## config.mk

```make
export PLATFORM = sky130hd
export DESIGN_NAME = tse_engine
export DESIGN_NICKNAME = d
export VERILOG_FILES = /design/src/rtl/tse_pkg.sv /design/src/rtl/tse_sync.sv /design/src/rtl/tse_tick.sv /design/src/rtl/tse_slice_track.sv /design/src/rtl/tse_arb.sv /design/src/rtl/tse_fifo.sv /design/src/rtl/tse_engine.sv
export SDC_FILE = /design/constraint.sdc
export NUM_CORES = 2
export LEC_CHECK = 0
export BUFFER_PORTS_ARGS = -buffer_cell sky130_fd_sc_hd__buf_2
export CAP_MARGIN = 20
export CORE_AREA = 2 2 614 616
export DETAILED_ROUTE_END_ITERATION = 10
export DIE_AREA = 0 0 616 618
export GPL_TIMING_DRIVEN = 0
export MAX_ROUTING_LAYER = met4
export PLACE_DENSITY_LB_ADDON = 0.05
export SKIP_CTS_REPAIR_TIMING = 1
export SKIP_LAST_GASP = 1
export SLEW_MARGIN = 20
export SYNTH_ARGS = -nofsm -noshare
export SYNTH_HDL_FRONTEND = slang
export SYNTH_MEMORY_MAX_BITS = 65536
export SYNTH_SLANG_ARGS = --single-unit
export TNS_END_PERCENT = 10
```

## constraint.sdc

```tcl
create_clock -name clk_i -period 7.95 [get_ports clk_i]
set_input_delay 0.795 -clock clk_i [delete_from_list [all_inputs] [get_ports clk_i]]
set_output_delay 0.795 -clock clk_i [all_outputs]
set_load 0.01 [all_outputs]
```

## src/rtl/tse_pkg.sv

```systemverilog
package tse_pkg;
  localparam int unsigned SLICE_W    = 32;
  localparam int unsigned TS_W       = 64;
  localparam int unsigned SLICE_ID_W = 8;

  localparam int unsigned OFS_CTRL      = 32'h00;
  localparam int unsigned OFS_TS_HI     = 32'h04;
  localparam int unsigned OFS_TS_LO     = 32'h08;
  localparam int unsigned OFS_SRC       = 32'h0C;
  localparam int unsigned OFS_CUR       = 32'h10;
  localparam int unsigned OFS_PREV      = 32'h14;
  localparam int unsigned OFS_CMD       = 32'h1C;
  localparam int unsigned OFS_STAT      = 32'h20;
  localparam int unsigned OFS_EN_BASE   = 32'h40;
  localparam int unsigned OFS_EN_STRIDE = 32'h20;

  typedef struct packed {
    logic [TS_W-1:0]       ts;
    logic [SLICE_ID_W-1:0] slice;
    logic [SLICE_W-1:0]    prev;
    logic [SLICE_W-1:0]    cur;
  } evt_t;
endpackage

```

## src/rtl/tse_sync.sv

```systemverilog
module tse_sync #(
  parameter int unsigned W = 32
) (
  input  logic         clk_i,
  input  logic         rst_ni,
  input  logic [W-1:0] d_i,
  output logic [W-1:0] q_o
);
  logic [W-1:0] meta_q;
  logic [W-1:0] samp_q;

  always_ff @(posedge clk_i or negedge rst_ni) begin
    if (!rst_ni) begin
      meta_q <= '0;
      samp_q <= '0;
    end else begin
      meta_q <= d_i;
      samp_q <= meta_q;
    end
  end

  assign q_o = samp_q;
endmodule

```

## src/rtl/tse_tick.sv

```systemverilog
module tse_tick #(
  parameter int unsigned TICK_DIV = 1,
  parameter int unsigned TS_W     = 64
) (
  input  logic            clk_i,
  input  logic            rst_ni,
  output logic [TS_W-1:0] ts_o
);
  logic [TS_W-1:0] ts_q, ts_d;
  logic            step;

  generate
    if (TICK_DIV > 1) begin : g_div
      localparam int unsigned DW = $clog2(TICK_DIV);
      logic [DW-1:0] div_q, div_d;
      always_comb begin
        step  = (div_q == DW'(TICK_DIV - 1));
        div_d = step ? '0 : div_q + 1'b1;
      end
      always_ff @(posedge clk_i or negedge rst_ni) begin
        if (!rst_ni) div_q <= '0;
        else         div_q <= div_d;
      end
    end else begin : g_nodiv
      assign step = 1'b1;
    end
  endgenerate

  always_comb begin
    ts_d = ts_q;
    if (step) ts_d = ts_q + 1'b1;
  end

  always_ff @(posedge clk_i or negedge rst_ni) begin
    if (!rst_ni) ts_q <= '0;
    else         ts_q <= ts_d;
  end

  assign ts_o = ts_q;

  // the counter never moves by more than one tick per clock
  a_r5_ts_single_step: assert property (@(posedge clk_i) disable iff (!rst_ni)
    ##1 ((ts_q == $past(ts_q)) || (ts_q == $past(ts_q) + 1'b1)));
endmodule

```

## src/rtl/tse_slice_track.sv

```systemverilog
module tse_slice_track import tse_pkg::*; #(
  parameter int unsigned SLICE_IDX = 0
) (
  input  logic               clk_i,
  input  logic               rst_ni,
  input  logic [SLICE_W-1:0] samp_i,
  input  logic [SLICE_W-1:0] mask_i,
  input  logic               eng_en_i,
  input  logic [TS_W-1:0]    ts_i,
  input  logic               grant_i,
  output logic               pend_o,
  output evt_t               evt_o
);
  logic [SLICE_W-1:0] ref_q, ref_d;
  logic               pend_q, pend_d;
  evt_t               evt_q, evt_d;
  logic               hit;

  assign hit = eng_en_i && (|((samp_i ^ ref_q) & mask_i));

  always_comb begin
    ref_d  = ref_q;
    pend_d = pend_q;
    evt_d  = evt_q;
    if (pend_q) begin
      if (grant_i) pend_d = 1'b0;
    end else begin
      ref_d = samp_i;
      if (hit) begin
        pend_d      = 1'b1;
        evt_d.ts    = ts_i;
        evt_d.slice = SLICE_ID_W'(SLICE_IDX);
        evt_d.prev  = ref_q;
        evt_d.cur   = samp_i;
      end
    end
  end

  always_ff @(posedge clk_i or negedge rst_ni) begin
    if (!rst_ni) begin
      ref_q  <= '0;
      pend_q <= 1'b0;
      evt_q  <= '0;
    end else begin
      ref_q  <= ref_d;
      pend_q <= pend_d;
      evt_q  <= evt_d;
    end
  end

  assign pend_o = pend_q;
  assign evt_o  = evt_q;

  // a waiting record keeps its captured contents until granted
  a_r6_hold_pending: assert property (@(posedge clk_i) disable iff (!rst_ni)
    (pend_q && !grant_i) |=> (pend_q && $stable(evt_q)));
  // with the engine off, no new record is raised
  a_r4_no_capture_off: assert property (@(posedge clk_i) disable iff (!rst_ni)
    (!eng_en_i && !pend_q) |=> !pend_q);
endmodule

```

## src/rtl/tse_arb.sv

```systemverilog
module tse_arb #(
  parameter int unsigned N = 2
) (
  input  logic         clk_i,
  input  logic         rst_ni,
  input  logic [N-1:0] req_i,
  output logic [N-1:0] gnt_o
);
  always_comb begin
    gnt_o = '0;
    for (int i = N - 1; i >= 0; i--) begin
      if (req_i[i]) begin
        gnt_o    = '0;
        gnt_o[i] = 1'b1;
      end
    end
  end

  // at most one slice served per cycle
  a_r6_onehot: assert property (@(posedge clk_i) disable iff (!rst_ni)
    $onehot0(gnt_o));
  // some slice is served whenever one waits
  a_r6_no_stall: assert property (@(posedge clk_i) disable iff (!rst_ni)
    (|req_i) |-> (|gnt_o));
  // no waiting slice below the served one
  a_r6_lowest_first: assert property (@(posedge clk_i) disable iff (!rst_ni)
    ((gnt_o - 1'b1) & req_i) == '0);
endmodule

```

## src/rtl/tse_fifo.sv

```systemverilog
module tse_fifo #(
  parameter int unsigned W     = 136,
  parameter int unsigned DEPTH = 32
) (
  input  logic                       clk_i,
  input  logic                       rst_ni,
  input  logic                       push_i,
  input  logic [W-1:0]               din_i,
  input  logic                       pop_i,
  output logic [W-1:0]               dout_o,
  output logic [$clog2(DEPTH+1)-1:0] cnt_o,
  output logic                       full_o,
  output logic                       empty_o
);
  localparam int unsigned AW    = $clog2(DEPTH);
  localparam int unsigned CNT_W = $clog2(DEPTH + 1);

  logic [W-1:0]     mem [DEPTH];
  logic [AW-1:0]    wptr_q, wptr_d, rptr_q, rptr_d;
  logic [CNT_W-1:0] cnt_q, cnt_d;
  logic             do_push, do_pop;

  assign full_o  = (cnt_q == CNT_W'(DEPTH));
  assign empty_o = (cnt_q == '0);
  assign do_push = push_i && !full_o;
  assign do_pop  = pop_i && !empty_o;

  always_comb begin
    wptr_d = wptr_q;
    rptr_d = rptr_q;
    cnt_d  = cnt_q;
    if (do_push) wptr_d = (wptr_q == AW'(DEPTH - 1)) ? '0 : wptr_q + 1'b1;
    if (do_pop)  rptr_d = (rptr_q == AW'(DEPTH - 1)) ? '0 : rptr_q + 1'b1;
    if (do_push && !do_pop) cnt_d = cnt_q + 1'b1;
    else if (do_pop && !do_push) cnt_d = cnt_q - 1'b1;
  end

  always_ff @(posedge clk_i or negedge rst_ni) begin
    if (!rst_ni) begin
      wptr_q <= '0;
      rptr_q <= '0;
      cnt_q  <= '0;
    end else begin
      wptr_q <= wptr_d;
      rptr_q <= rptr_d;
      cnt_q  <= cnt_d;
    end
  end

  always_ff @(posedge clk_i) begin
    if (do_push) mem[wptr_q] <= din_i;
  end

  assign dout_o = mem[rptr_q];
  assign cnt_o  = cnt_q;

  // occupancy never passes the depth
  a_r10_cnt_bound: assert property (@(posedge clk_i) disable iff (!rst_ni)
    cnt_q <= CNT_W'(DEPTH));
  // a push into a full FIFO is lost
  a_r10_full_drop: assert property (@(posedge clk_i) disable iff (!rst_ni)
    (push_i && full_o && !pop_i) |=> (cnt_q == CNT_W'(DEPTH)));
  // a lone pop removes exactly one record
  a_r7_pop_one: assert property (@(posedge clk_i) disable iff (!rst_ni)
    (pop_i && !empty_o && !push_i) |=> (cnt_q == $past(cnt_q) - 1'b1));
endmodule

```

## src/rtl/tse_engine.sv

```systemverilog
module tse_engine import tse_pkg::*; #(
  parameter int unsigned NUM_SLICES = 2,
  parameter int unsigned FIFO_DEPTH = 32,
  parameter int unsigned TICK_DIV   = 1,
  parameter int unsigned ADDR_W     = 8
) (
  input  logic                          clk_i,
  input  logic                          rst_ni,
  input  logic [NUM_SLICES*SLICE_W-1:0] lines_i,
  input  logic                          req_i,
  input  logic                          we_i,
  input  logic [ADDR_W-1:0]             addr_i,
  input  logic [31:0]                   wdata_i,
  output logic [31:0]                   rdata_o,
  output logic                          irq_o
);
  localparam int unsigned LINES = NUM_SLICES * SLICE_W;
  localparam int unsigned EVT_W = $bits(evt_t);
  localparam int unsigned CNT_W = $clog2(FIFO_DEPTH + 1);

  logic [LINES-1:0]   samp;
  logic [TS_W-1:0]    ts_now;
  logic [NUM_SLICES-1:0] pend, gnt;
  evt_t               evt_arr [NUM_SLICES];
  evt_t               evt_sel, head;
  logic [EVT_W-1:0]   fifo_dout;
  logic [CNT_W-1:0]   fifo_cnt;
  logic               fifo_full, fifo_empty;

  logic               en_q, en_d, ie_q, ie_d, ovf_q, ovf_d;
  logic [7:0]         thr_q, thr_d;
  logic [SLICE_W-1:0] mask_q [NUM_SLICES];
  logic [SLICE_W-1:0] mask_d [NUM_SLICES];
  logic [31:0]        rdata_q, rdata_d, rd_val;

  logic               wr, rd_req, wr_ctrl, wr_cmd, wr_stat, pop, drop, any_gnt;
  logic [NUM_SLICES-1:0] wr_mask;

  tse_sync #(.W(LINES)) u_sync (
    .clk_i(clk_i), .rst_ni(rst_ni), .d_i(lines_i), .q_o(samp)
  );

  tse_tick #(.TICK_DIV(TICK_DIV), .TS_W(TS_W)) u_tick (
    .clk_i(clk_i), .rst_ni(rst_ni), .ts_o(ts_now)
  );

  generate
    for (genvar s = 0; s < NUM_SLICES; s++) begin : g_slice
      tse_slice_track #(.SLICE_IDX(s)) u_track (
        .clk_i   (clk_i),
        .rst_ni  (rst_ni),
        .samp_i  (samp[s*SLICE_W +: SLICE_W]),
        .mask_i  (mask_q[s]),
        .eng_en_i(en_q),
        .ts_i    (ts_now),
        .grant_i (gnt[s]),
        .pend_o  (pend[s]),
        .evt_o   (evt_arr[s])
      );
    end
  endgenerate

  tse_arb #(.N(NUM_SLICES)) u_arb (
    .clk_i(clk_i), .rst_ni(rst_ni), .req_i(pend), .gnt_o(gnt)
  );

  always_comb begin
    evt_sel = '0;
    for (int s = 0; s < NUM_SLICES; s++) begin
      if (gnt[s]) evt_sel = evt_sel | evt_arr[s];
    end
  end

  assign any_gnt = |gnt;
  assign drop    = any_gnt && fifo_full;

  tse_fifo #(.W(EVT_W), .DEPTH(FIFO_DEPTH)) u_fifo (
    .clk_i  (clk_i),
    .rst_ni (rst_ni),
    .push_i (any_gnt),
    .din_i  (evt_sel),
    .pop_i  (pop),
    .dout_o (fifo_dout),
    .cnt_o  (fifo_cnt),
    .full_o (fifo_full),
    .empty_o(fifo_empty)
  );

  assign head = fifo_empty ? '0 : evt_t'(fifo_dout);

  // register port decode
  always_comb begin
    wr      = req_i && we_i;
    rd_req  = req_i && !we_i;
    wr_ctrl = wr && (addr_i == ADDR_W'(OFS_CTRL));
    wr_cmd  = wr && (addr_i == ADDR_W'(OFS_CMD));
    wr_stat = wr && (addr_i == ADDR_W'(OFS_STAT));
    for (int s = 0; s < NUM_SLICES; s++) begin
      wr_mask[s] = wr && (addr_i == ADDR_W'(OFS_EN_BASE + s * OFS_EN_STRIDE));
    end
    pop = wr_cmd && (wdata_i == 32'd1);
  end

  // next state of the control and status state
  always_comb begin
    en_d  = en_q;
    ie_d  = ie_q;
    thr_d = thr_q;
    ovf_d = ovf_q;
    if (wr_ctrl) begin
      en_d  = wdata_i[0];
      ie_d  = wdata_i[1];
      thr_d = wdata_i[15:8];
    end
    if (wr_stat && wdata_i[0]) ovf_d = 1'b0;
    if (drop) ovf_d = 1'b1;
    for (int s = 0; s < NUM_SLICES; s++) begin
      mask_d[s] = wr_mask[s] ? wdata_i : mask_q[s];
    end
  end

  // read mux
  always_comb begin
    rd_val = '0;
    if (addr_i == ADDR_W'(OFS_CTRL))  rd_val = {16'b0, thr_q, 6'b0, ie_q, en_q};
    if (addr_i == ADDR_W'(OFS_TS_HI)) rd_val = head.ts[63:32];
    if (addr_i == ADDR_W'(OFS_TS_LO)) rd_val = head.ts[31:0];
    if (addr_i == ADDR_W'(OFS_SRC))   rd_val = {8'b0, head.slice, 16'b0};
    if (addr_i == ADDR_W'(OFS_CUR))   rd_val = head.cur;
    if (addr_i == ADDR_W'(OFS_PREV))  rd_val = head.prev;
    if (addr_i == ADDR_W'(OFS_STAT))  rd_val = {16'b0, 8'(fifo_cnt), 7'b0, ovf_q};
    for (int s = 0; s < NUM_SLICES; s++) begin
      if (addr_i == ADDR_W'(OFS_EN_BASE + s * OFS_EN_STRIDE)) rd_val = mask_q[s];
    end
    rdata_d = rd_req ? rd_val : rdata_q;
  end

  always_ff @(posedge clk_i or negedge rst_ni) begin
    if (!rst_ni) begin
      en_q    <= 1'b0;
      ie_q    <= 1'b0;
      thr_q   <= 8'd1;
      ovf_q   <= 1'b0;
      rdata_q <= '0;
      for (int s = 0; s < NUM_SLICES; s++) mask_q[s] <= '0;
    end else begin
      en_q    <= en_d;
      ie_q    <= ie_d;
      thr_q   <= thr_d;
      ovf_q   <= ovf_d;
      rdata_q <= rdata_d;
      for (int s = 0; s < NUM_SLICES; s++) mask_q[s] <= mask_d[s];
    end
  end

  assign rdata_o = rdata_q;
  assign irq_o   = ie_q && (32'(fifo_cnt) >= 32'(thr_q));

  // the interrupt needs its enable
  a_r11_irq_gated: assert property (@(posedge clk_i) disable iff (!rst_ni)
    !ie_q |-> !irq_o);
  // an empty FIFO keeps a non-zero threshold unmet
  a_r11_irq_empty: assert property (@(posedge clk_i) disable iff (!rst_ni)
    (fifo_empty && thr_q != 8'd0) |-> !irq_o);
  // overflow flag stays until cleared by software
  a_r10_ovf_sticky: assert property (@(posedge clk_i) disable iff (!rst_ni)
    (ovf_q && !(wr_stat && wdata_i[0])) |=> ovf_q);
  // head words read zero while nothing is queued
  a_r8_empty_zero: assert property (@(posedge clk_i) disable iff (!rst_ni)
    (rd_req && fifo_empty && addr_i == ADDR_W'(OFS_TS_LO)) |=> (rdata_o == 32'd0));
endmodule

```

# Word-level counts from Yosys, hierarchy flattened

Memory sizes are Yosys's and may differ from the RTL's.
Index checks and enable logic that the tools add are counted.
Widths: inputs -> output; s select.

Flip-flop bits (word level): 638
RAM bits: 4352
Memories kept: 1
Word-level logic and storage cells: 110
Input bits: 108
Output and inout bits: 33

Reduce and logical (&&, ||, !) cells: 31
Equal/unequal tests: 13
Bitwise gates (word level): 7
$add $sub $neg: 5
Magnitude comparators: 1
Multiplexer cells: 28

Memories:

| memory     | depth | bits a word | read ports | clocked after memory_dff | write ports | line           | RTL |
|---|---|---|---|---|---|---|---|
| u_fifo.mem | 32    | 136         | 1          | 0                        | 1           | tse_fifo.sv:18 | `logic [W-1:0] mem [DEPTH];` |

Operators by type and width:

| operator              | count |
|---|---|
| $mux 136              | 3 |
| $mux 32               | 8 |
| $or 136x136->136      | 1 |
| $add 64x1->64 const B | 1 |
| $and 32x32->32        | 2 |
| $reduce_or 32->1      | 2 |
| $xor 32x32->32        | 2 |
| $eq 32x1->1 const B   | 1 |
| $eq 8x5->1 const B    | 3 |
| $logic_and 1x1->1     | 17 |
| $eq 8x4->1 const B    | 2 |
| $eq 8x7->1 const B    | 2 |
| $mux 16               | 1 |
| $mux 6                | 2 |
| $add 5x1->5 const B   | 2 |
| $eq 5x5->1 const B    | 2 |
| $mux 1                | 10 |
| $mux 5                | 2 |
| $eq 8x3->1 const B    | 1 |
| $eq 8x6->1 const B    | 1 |
| $ge 6x8->1            | 1 |
| $logic_not 8->1       | 1 |
| $add 6x1->6 const B   | 1 |
| $eq 6x6->1 const B    | 1 |
| other kinds (8)       | 16 |

# Logic depth before layout (Yosys ltp)

Depth in word-level cells: 10
Mapped depth: 15
Mapped depth without buffers: 14

# Cells and area by module

From an unflattened synthesis, not the netlist that was laid out.

Cells, all modules: 9343
Area total of the unflattened synthesis: 192792.4 µm²

Modules (own cells, without submodules):

| module                                | cells each | sequential area each (µm²) | area an instance (µm²) | times used |
|---|---|---|---|---|
| tse_fifo                              | 7306       | 131085.7                   | 165486.2               | 1 |
| tse_engine                            | 825        | 2678.8                     | 7598.5                 | 1 |
| tse_slice_track at g_slice[0].u_track | 404        | 4028.9                     | 7003.0                 | 1 |
| tse_slice_track at g_slice[1].u_track | 405        | 4053.9                     | 6485.0                 | 1 |
| tse_sync                              | 128        | 3203.1                     | 3203.1                 | 1 |
| tse_tick                              | 273        | 1601.5                     | 2995.4                 | 1 |
| tse_arb                               | 2          | 0.0                        | 21.3                   | 1 |

# Worst setup path after synthesis

OpenSTA, ideal clock, no wires.

Path type: register -> register
From: reg g_slice[0].u_track.pend_q
To: mem u_fifo.mem[22][0] (enable)
Setup time: 0.619 ns
Period minus slack after synthesis: 7.371 ns
Buffers on the path: 2
Cell stages (with the launch flop): 7
Setup slack: 0.579 ns
Data required time: 7.331 ns
Data arrival time: 6.752 ns
Path through: dfrtp_1 -> clkbuf_1 -> nor2_1 -> a21oi_1 -> clkbuf_1 -> nand2_1 -> nor2_1

Longest elaborated chain between the ends: 5

RTL lines:

| element                      | line                  | RTL |
|---|---|---|
| start, declared              | tse_slice_track.sv:15 | `logic pend_q, pend_d;` |
| start signal, assigned       | tse_slice_track.sv:46 | `pend_q <= pend_d;` |
| $mux 2                       | tse_arb.sv:12         | `if (req_i[i]) begin` |
| $reduce_or 2->1              | tse_engine.sv:74      | `assign any_gnt = \|gnt;` |
| $logic_and 1x1->1            | tse_fifo.sv:25        | `assign do_push = push_i && !full_o;` |
| via u_fifo.do_push           | tse_fifo.sv:21        | `logic do_push, do_pop;` |
| $mux 1                       | tse_fifo.sv:51        | `if (do_push) mem[wptr_q] <= din_i;` |
| $mux 1 (implied by the code) | tse_fifo.sv:51        |  |
| end, declared                | tse_fifo.sv:18        |  |

The timed path passes the listed nets, and every way through them passes these cells.

# Final worst setup path

From: reg g_slice[0].u_track.pend_q
To: mem u_fifo.mem[14][134] (enable)

The elaborated chain is that of the path after synthesis.

==> impl_metrics.env <==
export IMPL_yosysUniqueCellTypes=76
export IMPL_synth_top_area_cell="edfxtp_1"
export IMPL_grt_antenna_before_repair=97
export IMPL_worstPathArrival_ns=6.41
export IMPL_hold_class="in2reg"
export IMPL_clockBufferDepth=4
export IMPL_ys_seq_area_share_pct=76.6
export IMPL_post_drt_wl_per_cell_um=45.3
export IMPL_core_area_mm2=0.374
export IMPL_power_density_mw_per_mm2=237
export IMPL_rsz0062_at_grt="false"
export IMPL_numCtsBuffers=484
export IMPL_finalWorstSetupSlack_ns=2.23
export IMPL_die_w_um=616
export IMPL_yosys_top_cells_area="edfxtp_1 (68%), mux4_2 (14%), dfrtp_1 (8.7%)"
export IMPL_vias=100492
export IMPL_post_dp_cell_area_mm2=0.200
export IMPL_hold_viol=0
export IMPL_dp_hpwl_um=485000
export IMPL_clk_latency_ns=1.03
export IMPL_final_nets=9615
export IMPL_synth_top_area_share_pct=67.8
export IMPL_initial_core_util_pct=48.8
export IMPL_setup_violations=0
export IMPL_gp_congestion=0.971
export IMPL_first_pass_iters=9
export IMPL_htreeDepth=5
export IMPL_io_buffers=137
export IMPL_fin_setup_tns_ns=0
export IMPL_n_fill_cell=27251
export IMPL_synthArstFlopShare_pct=13.4
export IMPL_io_pins=141
export IMPL_worst_slew_pin_slew_ns=1.25
export IMPL_drtIter0Drc=17607
export IMPL_worstSetupPathType="reg2reg"
export IMPL_synth_commonest_cells="edfxtp_1 (4128), mux4_2 (1134), dfrtp_1 (637)"
export IMPL_cts_tree="yes"
export IMPL_ant_nets=0
export IMPL_gr_total_overflow=0
export IMPL_worstPathMaxFanout=13
export IMPL_fmax_mhz=175
export IMPL_ir_worst_vdd_uv=201
export IMPL_routed_wl_um=678000
export IMPL_regToRegSetupSlack_ns=2.23
export IMPL_synth_most_common_cell="edfxtp_1"
export IMPL_fin_crit_ns=5.72
export IMPL_synth_warnings=0
export IMPL_avgSynthCellArea_um2=21.8
export IMPL_netlist_instances=8372
export IMPL_regArea_mm2=0.140
export IMPL_p_leak_nw=70.7
export IMPL_cp_end_kind="flip-flop"
export IMPL_synth_edf_count=4128
export IMPL_grt_pass1_wl_um=889000
export IMPL_ys_ff_latch=4766
export IMPL_fin_skew_ns=0.0568
export IMPL_crit_required_ns=8.64
export IMPL_cap_violations=0
export IMPL_status="completed"
export IMPL_holdWs_ns=0.0720
export IMPL_grt_max_degree=106
export IMPL_min_period_over_period_pct=71.9
export IMPL_ys_flop_type="edfxtp_1"
export IMPL_dp_slack_ns=2.48
export IMPL_slew_violations=0
export IMPL_slew_headroom_pct=16.5
export IMPL_design_area_mm2=0.217
export IMPL_grt_usage_pct=36.6
export IMPL_final_layout_size_suffix_gt1_share_pct=33.1
export IMPL_cts_clk_slew_worst_paths_ns=0.06
export IMPL_fp_dieH_um=618
export IMPL_synthToLayoutAreaGrowth_pct=18.6
export IMPL_clock_sinks=4766
export IMPL_grt_pass1_vias=95734
export IMPL_die_area_mm2=0.381
export IMPL_drcViolationCount=0
export IMPL_num_rows=225
export IMPL_multi_input_area_mm2=0.0411
export IMPL_syn_cell_area_mm2=0.183
export IMPL_startpoint_type="flip-flop"
export IMPL_syn_num_nets=8500
export IMPL_via_per_inst=6.71
export IMPL_cts_root_buf="clkbuf_16"
[final cells by class]
cell class	count	share of cell area (%)
clock buffers	638	6.23
flip-flops and latches	4766	64.5
diodes	62	0.0716
multi-input cells	3129	19.0
clock inverters	273	1.20
plain buffers	453	0.998
inverters	24	0.0416
well taps	4994	2.88
repair buffers	629	5.07
[worst max-delay path, stage by stage, from the launching register on]
cell      delay [ns]
dfrtp_1         0.35
clkbuf_1        0.66
nor2_1          0.21
a21oi_2         0.68
clkbuf_1        0.79
nand2_1         0.73
nor2_4          0.85
buf_16          0.25
buf_16          0.19
buf_16          0.18
buf_12          0.19
buf_12          0.21
[worst paths after layout]
| check | startpoint | endpoint | depth (start not counted) |
|---|---|---|---|
| hold reg to reg | u_sync.meta_q[26] | u_sync.q_o[26] | 0 |
| hold / removal | wdata_i[7] | mask_q[7] | 2 |
| max in group asynchronous | rst_ni | u_sync.meta_q[27] | 7 |
| setup reg to reg | g_slice[0].u_track.pend_o | u_fifo.mem[14][134] | 11 |
| min in group asynchronous | rst_ni | u_sync.meta_q[44] | 2 |
| setup / recovery | g_slice[0].u_track.pend_o | u_fifo.mem[14][134] | 11 |
[per-stage QoR]
stage          util [%]  cells  total power, W
6_report           57.9  14968          0.0514
5_1_grt            57.9  14944          0.0525
4_1_cts            57.7  14841          0.0515
3_5_place_dp       53.4  13930          0.0287
3_3_place_gp       50.7  13503          0.0287
2_1_floorplan         -   8372          0.0281
[placed cells by master (no fill, tap or decap), types with 100 or more instances in the layout]
master / count
mux2_2: 406
buf_16: 161
clkbuf_16: 507
buf_2: 281
clkinv_1: 100
a22oi_1: 133
o21ai_0: 111
a22o_2: 115
clkbuf_1: 254
mux2i_1: 117
dfrtp_1: 637
buf_12: 253
edfxtp_1: 4128
nand2_1: 221
mux4_2: 1134
[where the power goes]
group	internal [W]	switching [W]	leakage (nW)	total (W)
Clock	0.0133	0.00981	7.90	0.0231
Combinational	0.000343	0.000653	17.0	0.000996
Sequential	0.0270	0.000212	45.8	0.0273
[sequential cells by signal (all words and copies together) (netlist names), 2 cells and up]
register,count
g_slice.u_track.evt_o,257
g_slice.u_track.pend_o,2
g_slice.u_track.ref_q,64
mask_q,64
rdata_o,32
thr_q,8
u_fifo.cnt_o,6
u_fifo.mem,4128
u_fifo.rptr_q,5
u_fifo.wptr_q,5
u_sync.meta_q,64
u_sync.q_o,64
u_tick.ts_o,64
[metal layers]
layer | up-vias | global-route usage [%] | routed length, µm
met4 | 0 | 19.7 | 43200
met3 | 1325 | 6.57 | 68000
met5 | - | - | 0
met1 | 55238 | 49.2 | 258000
met2 | 6509 | 53.8 | 309000
li1 | 37420 | - | -
[logic make-up (layout without fill, tap and decap cells)]
logic type | Yosys count | in the layout | synth area share, %
flip-flops | 4766 | 4766 | 76.6
other | 0 | 62 | 0
AO/OA/AOI/OAI | 692 | 692 | 2.69
adder cells (fa/ha/maj) | 20 | 20 | 0.141
multiplexers | 1657 | 1657 | 17.1
AND/OR/NAND/NOR | 627 | 627 | 1.68
buffers and inverters | 477 | 2017 | 1.15
XOR/XNOR | 133 | 133 | 0.642
Power figures use the tool's default switching activity.
